File: src/rtl/ipol_pkg.sv
`timescale 1ns/1ps
package ipol_pkg;
  localparam int unsigned ADDR_W    = 48;
  localparam int unsigned GROUP_BIT = 40;
  localparam int unsigned N_CLASS   = 4;

  typedef enum logic [1:0] {
    CLS_KNOWN   = 2'd0,
    CLS_UNKNOWN = 2'd1,
    CLS_MCAST   = 2'd2,
    CLS_BCAST   = 2'd3
  } frm_class_e;
endpackage

File: src/rtl/ipol_rst_sync.sv
`timescale 1ns/1ps
module ipol_rst_sync #(
  parameter int unsigned STAGES = 2
) (
  input  logic clk,
  input  logic rst_n_in,
  output logic rst_n_out
);
  logic [STAGES-1:0] sync_q;
  logic [STAGES-1:0] sync_d;

  always_comb begin
    sync_d = {sync_q[STAGES-2:0], 1'b1};
  end

  always_ff @(posedge clk or negedge rst_n_in) begin
    if (!rst_n_in) sync_q <= '0;
    else           sync_q <= sync_d;
  end

  assign rst_n_out = sync_q[STAGES-1];
endmodule

File: src/rtl/ipol_window.sv
`timescale 1ns/1ps
module ipol_window #(
  parameter int unsigned WIN_LOG = 8
) (
  input  logic clk,
  input  logic rst_n,
  output logic win_last
);
  logic [WIN_LOG-1:0] cnt_q;
  logic [WIN_LOG-1:0] cnt_d;

  always_comb begin
    cnt_d = cnt_q + 1'b1;
  end

  always_ff @(posedge clk or negedge rst_n) begin
    if (!rst_n) cnt_q <= '0;
    else        cnt_q <= cnt_d;
  end

  // The cycle in which the window holds its final value; the next edge starts a fresh window.
  assign win_last = &cnt_q;
endmodule

File: src/rtl/ipol_classify.sv
`timescale 1ns/1ps
module ipol_classify
  import ipol_pkg::*;
(
  input  logic [ADDR_W-1:0] dst,
  input  logic              hit,
  output frm_class_e        cls
);
  always_comb begin
    if (&dst)                cls = CLS_BCAST;
    else if (dst[GROUP_BIT]) cls = CLS_MCAST;
    else if (!hit)           cls = CLS_UNKNOWN;
    else                     cls = CLS_KNOWN;
  end
endmodule

File: src/rtl/ipol_meter.sv
`timescale 1ns/1ps
module ipol_meter
  import ipol_pkg::*;
#(
  parameter int unsigned LEN_W = 11,
  parameter int unsigned CNT_W = 20
) (
  input  logic               clk,
  input  logic               rst_n,
  input  logic               start,
  input  logic [LEN_W-1:0]   len,
  input  frm_class_e         cls,
  input  logic               win_last,
  input  logic [N_CLASS-1:0] sel,
  input  logic [CNT_W-1:0]   limit,
  input  logic               drop_unk,
  output logic               dv_o,
  output logic               fwd_o,
  output frm_class_e         cls_o
);
  localparam int unsigned SUM_W = CNT_W + 1;

  logic [CNT_W-1:0] cnt_q, cnt_d, base;
  logic [SUM_W-1:0] sum;
  logic             metered, filtered, over, accept;
  logic             dv_q, dv_d, fwd_q, fwd_d;
  frm_class_e       cls_q, cls_d;
  logic             cls_en;

  always_comb begin
    base     = win_last ? '0 : cnt_q;
    sum      = {1'b0, base} + SUM_W'(len);
    metered  = sel[cls];
    filtered = drop_unk && (cls == CLS_UNKNOWN);
    over     = (limit != '0) && (sum > {1'b0, limit});
    accept   = !filtered && !(metered && over);
    cnt_d    = base;
    if (start && accept && metered) begin
      cnt_d = sum[CNT_W] ? '1 : sum[CNT_W-1:0];
    end
    dv_d   = start;
    fwd_d  = start && accept;
    cls_en = start;
    cls_d  = cls;
  end

  always_ff @(posedge clk or negedge rst_n) begin
    if (!rst_n) begin
      cnt_q <= '0;
      dv_q  <= 1'b0;
      fwd_q <= 1'b0;
    end else begin
      cnt_q <= cnt_d;
      dv_q  <= dv_d;
      fwd_q <= fwd_d;
    end
  end

  always_ff @(posedge clk or negedge rst_n) begin
    if (!rst_n)      cls_q <= CLS_KNOWN;
    else if (cls_en) cls_q <= cls_d;
  end

  assign dv_o  = dv_q;
  assign fwd_o = fwd_q;
  assign cls_o = cls_q;
endmodule

File: src/rtl/ingress_policer.sv
`timescale 1ns/1ps
module ingress_policer
  import ipol_pkg::*;
#(
  parameter int unsigned LEN_W   = 11,
  parameter int unsigned CNT_W   = 20,
  parameter int unsigned WIN_LOG = 8
) (
  input  logic               clk,
  input  logic               rst_n,
  input  logic               frm_start,
  input  logic [47:0]        frm_dst,
  input  logic [LEN_W-1:0]   frm_len,
  input  logic               frm_hit,
  input  logic [3:0]         cfg_class_sel,
  input  logic [CNT_W-1:0]   cfg_limit,
  input  logic               cfg_drop_unknown,
  output logic               dec_valid,
  output logic               dec_fwd,
  output logic [1:0]         dec_class
);
  logic       rst_sync_n;
  logic       win_last;
  frm_class_e cls;
  frm_class_e cls_out;

  ipol_rst_sync #(.STAGES(2)) u_rst (
    .clk       (clk),
    .rst_n_in  (rst_n),
    .rst_n_out (rst_sync_n)
  );

  ipol_window #(.WIN_LOG(WIN_LOG)) u_win (
    .clk      (clk),
    .rst_n    (rst_sync_n),
    .win_last (win_last)
  );

  ipol_classify u_cls (
    .dst (frm_dst),
    .hit (frm_hit),
    .cls (cls)
  );

  ipol_meter #(.LEN_W(LEN_W), .CNT_W(CNT_W)) u_meter (
    .clk      (clk),
    .rst_n    (rst_sync_n),
    .start    (frm_start),
    .len      (frm_len),
    .cls      (cls),
    .win_last (win_last),
    .sel      (cfg_class_sel),
    .limit    (cfg_limit),
    .drop_unk (cfg_drop_unknown),
    .dv_o     (dec_valid),
    .fwd_o    (dec_fwd),
    .cls_o    (cls_out)
  );

  assign dec_class = cls_out;
endmodule

File: config.mk
export PLATFORM = sky130hd
export DESIGN_NAME = ingress_policer
export DESIGN_NICKNAME = d
export VERILOG_FILES = /design/src/rtl/ipol_pkg.sv /design/src/rtl/ipol_rst_sync.sv /design/src/rtl/ipol_window.sv /design/src/rtl/ipol_classify.sv /design/src/rtl/ipol_meter.sv /design/src/rtl/ingress_policer.sv
export SDC_FILE = /design/constraint.sdc
export NUM_CORES = 1
export LEC_CHECK = 0
export BUFFER_PORTS_ARGS = -buffer_cell sky130_fd_sc_hd__clkbuf_2
export CAP_MARGIN = 10
export CORE_MARGIN = 1
export CORE_UTILIZATION = 30
export DETAILED_ROUTE_END_ITERATION = 10
export PLACE_DENSITY = 0.61
export SLEW_MARGIN = 20
export SYNTH_ARGS = -nofsm -noshare
export SYNTH_HDL_FRONTEND = slang
export SYNTH_HIERARCHICAL = 1
export SYNTH_SLANG_ARGS = --single-unit
File: constraint.sdc
create_clock -name clk -period 1.32 [get_ports clk]
set_input_delay 0.264 -clock clk [delete_from_list [all_inputs] [get_ports clk]]
set_output_delay 0.264 -clock clk [all_outputs]
set_load 0.05 [all_outputs]
# == Word level (Yosys, flattened, before mapping) ==
# Index checks and enable logic that the tools add are counted.
# W data, S select, Z words.
# word_totals
regBits,34
input_bits,88
output_inout_bits,4
elab_cells,30
# op_classes
addsub,2
order_cmp,2
eq_ne,1
muxes,8
reduce_logical,11
# op_table
cell,n
$mux W20,3
$reduce_and A48 Y1,1
$add A20 B11 Y21,1
$gt A21 B20 Y1,1
$reduce_bool A20 Y1,1
$add A8 B1 Y8 const B,1
$reduce_and A8 Y1,1
$logic_and A1 B1 Y1,6
$mux W2,2
$lt A2 B3 Y1 const B,1
$bmux W1 S2,1
$eq A2 B1 Y1 const B,1
$logic_not A1 Y1,2
$mux W1,2

# == Logic depth before layout (Yosys ltp) ==
# logic_depth
ltp_word,11
depth_mapped,24
ltp_nobuf,21

# == By module ==
# The synthesis kept the hierarchy.
# modules_own_cells
mod,n_inst,cells_per_inst,area_each_um2,seq_area_each_um2
ipol_meter,1,296,2472.4,600.6
ipol_window,1,24,329.1,200.2
ipol_classify,1,18,110.1,0.0
ipol_rst_sync,1,3,53.8,50.0

# == Worst setup path after synthesis ==
# Ideal clock, no wire load.
# synth_timing
path_kind,register to register
from,register u_win.cnt_q[2]
to,register u_meter.cnt_q[0]
setup_time_ns,0.082
arrival_ns,4.761
required_ns,1.238
slack_ns,-3.523
path_stages_with_launch,24
n_path_buf,4
synth_period_minus_slack_ns,4.843
path_cell_list,dfrtp_1 -> and4_4 -> and4_2 -> clkbuf_1 -> clkbuf_1 -> nor2b_1 -> ha_1 -> a21o_1 -> a221oi_1 -> nor3b_2 -> a21oi_1 -> nor3b_2 -> xnor2_1 -> nor2_1 -> ha_1 -> nand2_1 -> o21ai_0 -> o21bai_1 -> a211oi_1 -> o31ai_4 -> and2_1 -> buf_2 -> buf_6 -> a31oi_1
# synth_via
elab_chain_len,11
word_cells_on_any_way,12
classes_between,add/sub (1); order compare (1); mux (3); reduce/logical (7)
# synth_lines
item,line,source
from (decl),ipol_window.sv:9,logic [WIN_LOG-1:0] cnt_q;
from (signal assigned),ipol_window.sv:18,else cnt_q <= cnt_d;
$reduce_and A8 Y1 *,ipol_window.sv:22,assign win_last = &cnt_q;
named net win_last,ingress_policer.sv:23,logic win_last;
$mux W20 *,ipol_meter.sv:31,base = win_last ? '0 : cnt_q;
$add A20 B11 Y21,ipol_meter.sv:32,"sum = {1'b0, base} + SUM_W'(len);"
$gt A21 B20 Y1,ipol_meter.sv:35,"over = (limit != '0) && (sum > {1'b0, limit});"
$logic_and A1 B1 Y1,ipol_meter.sv:35,
$logic_and A1 B1 Y1,ipol_meter.sv:36,accept = !filtered && !(metered && over);
$logic_not A1 Y1,ipol_meter.sv:36,
$logic_and A1 B1 Y1,ipol_meter.sv:36,
$logic_and A1 B1 Y1 (2 in a row),ipol_meter.sv:38,if (start && accept && metered) begin
$mux W20 *,ipol_meter.sv:38,
named net u_meter.cnt_d[0],ipol_meter.sv:23,"logic [CNT_W-1:0] cnt_q, cnt_d, base;"
to (signal assigned),ipol_meter.sv:53,cnt_q <= cnt_d;
to (decl),ipol_meter.sv:23,
# Mark *: on every way through the listed nets, which the timed path passes. The rest lies on a longest branch.
# A chain may end at the register's enable or synchronous reset.

# == Worst setup path in the final report ==
# layout_timing
from,register u_win.cnt_q[0]
to,register u_meter.cnt_q[7]
# Same word-level chain as after synthesis.

==> metrics <==
status=finished with violations; failing checks=setup timing; CTS tree=yes; setup ws final=-3074 ps; Final #Nets=648; DRC Markers=0; FF+latch count, synth=34; share of layout cells above drive strength 1=50.19%; later-pin clock latency in the skew report=290 ps; Startpoint Class=flip-flop; Ant. Diodes=0; Post-Place Cells=642; Buffers on Ports=91; antenna violations before repair=0; Routed Antenna Nets=0; Critical Path End=u_meter/cnt_q[7]; unrepaired setup endpoints after global routing=yes; Reg area=850.8 um2; crit path DAT=4600 ps; Syn Inst Count=341; gpl congestion=0.8966; Layout Utilization=50.70%; synth warn=6; Avg Inst Size Synth=8.696 um2; clock sink count=34; Vias=3222; non-filler cells, final=657; I/O Pins=92; Synth Flop Type=dfrtp_1; WL per Instance=14.23 um; PwrDens=1847 nW/um2; CTS Buf Count=5; drt pass-1 iters=4; Netlist cell types=56; asr flop ratio synth=100.0%; Max Freq=227.6 MHz; Hold Crit Start=frm_start; R2R depth=21; CP startpoint=u_win/cnt_q[0]; max cap viols=0; Sum Neg Setup Slack=-63610 ps; Clock Tree Buf Depth=2; FP Rows=35; Final min period=around 4400 ps; Final Cycle Share=332.8%; die width=101.4 um; root buffer cell=clkbuf_8; largest net degree at the start of global routing=33; GRT Residual Overflow=0; Net Count, Synth=462; Clk pin slew, worst setup/hold paths=80 ps; Core ar.=9415 um2; Req. time, crit path=1520 ps; register-to-register setup slack=-3070 ps; R2R Path End=u_meter/cnt_q[7]; # fillers=913; number of synthesized flops with an enable pin=0; area grow syn2layout=60.97%; Leakage=2.395 nW; area of the multi-input gates=2270 um2; mapped cell area=2965 um2; H-tree level count=2; skew final=3.951 ps; gr usage total=19.35%; area share of the largest cell type after synthesis=about 29%; DRT iter0 DRCs=78; top cells by area, synth=dfrtp_1, ha_1, a21oi_1; Max rail drop VDD=0.0007093 V; pre-CTS WS=-3229 ps; vias in the first global route=about 3300; Slew Viols, Final=0; post-synth top area cell=dfrtp_1; Hold Path Class=input port to flip-flop; count of final setup violators=21; detailed-route wire length=9351 um; reg2reg start=u_win/cnt_q[0]; Setup CP Type=flip-flop to flip-flop; die height=101.4 um; full die area=10290 um2; Fin. Hold Viols=0; sequential area share after synthesis=around 29%; Detailed Place HPWL=7672 um; first-pass GRT wire length=~15000 um; Via density=4.904; Setup crit end kind=flip-flop; starting density of the core=31.50%; Worst Path Max Fanout=12
[registers in the layout, indices dropped and copies added (netlist names)]
register / flops
u_meter/dv_o: 1
u_meter/cnt_q: 20
u_rst/sync_q: 2
u_win/cnt_q: 8
u_meter/cls_o: 2
u_meter/fwd_o: 1
[worst min path at each step]
stage	to	cells after the start
2_1_floorplan	u_rst/sync_q[0]	0
3_5_place_dp	u_rst/sync_q[0]	1
6_report	u_meter/dv_o	2
4_1_cts	u_meter/dv_o	2
5_1_grt	u_meter/dv_o	2
3_3_place_gp	u_rst/sync_q[0]	1
[power by group]
| group | internal [mW] | switching (mW) | total (mW) |
|---|---|---|---|
| combinational | 3.23 | 2.99 | 6.22 |
| clock | 0.757 | 0.431 | 1.19 |
| sequential | 1.30 | 0.104 | 1.40 |
| total | 5.29 | 3.52 | 8.81 |
[layout by cell type, fill, tap and decap left out, types with 3 or more instances in the layout]
master,count
nor2b_1,7
dfrtp_1,34
ha_1,23
xor2_1,4
nor2b_4,6
ha_4,7
nand2b_1,3
buf_4,93
o21ai_0,4
nand3_2,3
a21oi_1,30
nand3_1,10
nand2_2,3
clkbuf_2,91
inv_1,27
and3_4,3
o21bai_1,3
nand4_1,16
a21oi_2,5
buf_6,4
and4_4,3
and3_1,3
xnor2_1,20
a21o_1,8
a311oi_2,3
nand2_1,13
clkbuf_8,5
nor2_1,25
a31oi_1,6
nor4_1,8
mux2_2,3
[layer usage]
metal	part of all wire, %	GRT usage (%)	up-vias
li1	-	-	1609
met1	44	23.30	1489
met2	50	34.69	112
met3	5.3	3.382	12
met4	1.6	6.577	0
met5	0	0	-
[final cells by class]
class                   count  share of cell area [%]
well taps                 129                   3.381
repair buffers            191                   26.16
clock buffers               5                   1.442
inverters                  28                   2.202
multi-input cells         267                   47.55
flip-flops and latches     34                   17.82
clock inverters             3                   1.442
[synth_stat cells (2+ instances only)]
master / count
a211oi_1: 3
o21bai_1: 3
and3_1: 6
mux2i_1: 2
a21o_1: 8
inv_1: 28
buf_2: 2
nand2b_1: 5
nor4_1: 8
xnor2_1: 20
buf_6: 2
nor3b_2: 2
a21oi_1: 36
ha_1: 32
clkbuf_1: 8
nor2_1: 27
a31oi_1: 7
nor2b_1: 14
o21ai_0: 5
a41oi_1: 2
nand2_1: 16
nand4_1: 16
xor2_1: 4
mux2_2: 3
and2_1: 2
a311oi_1: 4
nand3_1: 13
dfrtp_1: 34
and4_1: 2
[per-stage QoR]
| step | hold slack [ps] | area, um2 | power, mW |
|---|---|---|---|
| global placement | 51.72 | 4446 | 6.989 |
| CTS | 208.3 | 4695 | 8.708 |
| global route | 208.1 | 4773 | 9.542 |
| floorplan | -31.59 | 3218 | 4.845 |
| finish | 219.1 | 4773 | 8.814 |
| detailed placement | 53.24 | 4446 | 7.101 |
[worst max-delay path: stages (launching register included)]
cell and delay [ps]:
dfrtp_1 400, ha_2 190, and4_4 240, nor2b_4 130, ha_2 180, inv_1 50, fa_2 340, nand2b_4 160
a21oi_4 180, nor2_1 60, o21ba_2 210, o21bai_1 160, xor2_1 260, ha_1 210, nand2_2 80, nor4_4 290
and4_4 270, nor2_2 50, o31ai_4 290, buf_4 280, a21oi_1 90, a21oi_1 170
[kinds of logic (layout without fill, tap and decap cells)]
kind of cell             after synthesis  in the layout  share of synthesized area [%]
AND/OR/NAND/NOR                      121            121                          22.87
AO/OA/AOI/OAI                         82             82                          18.82
buffers and inverters                 40            227                          5.654
flip-flops                            34             34                          28.69
adder cells (fa/ha/maj)               33             33                          14.18
XOR/XNOR                              24             24                          7.089
multiplexers                           6              6                          2.574
other                                  1              1                         0.1265
[repair_timing]
action | CTS | global route
pin swaps | 18 | 27
setup buffers | 4 | 2
endpoints found under the hold margin | 2 | 0
setup endpoints to repair | 21 | 21
gates resized for setup | 14 | 14
hold buffers | 1 | 0
Note: power is estimated with default switching activity, not from simulation.
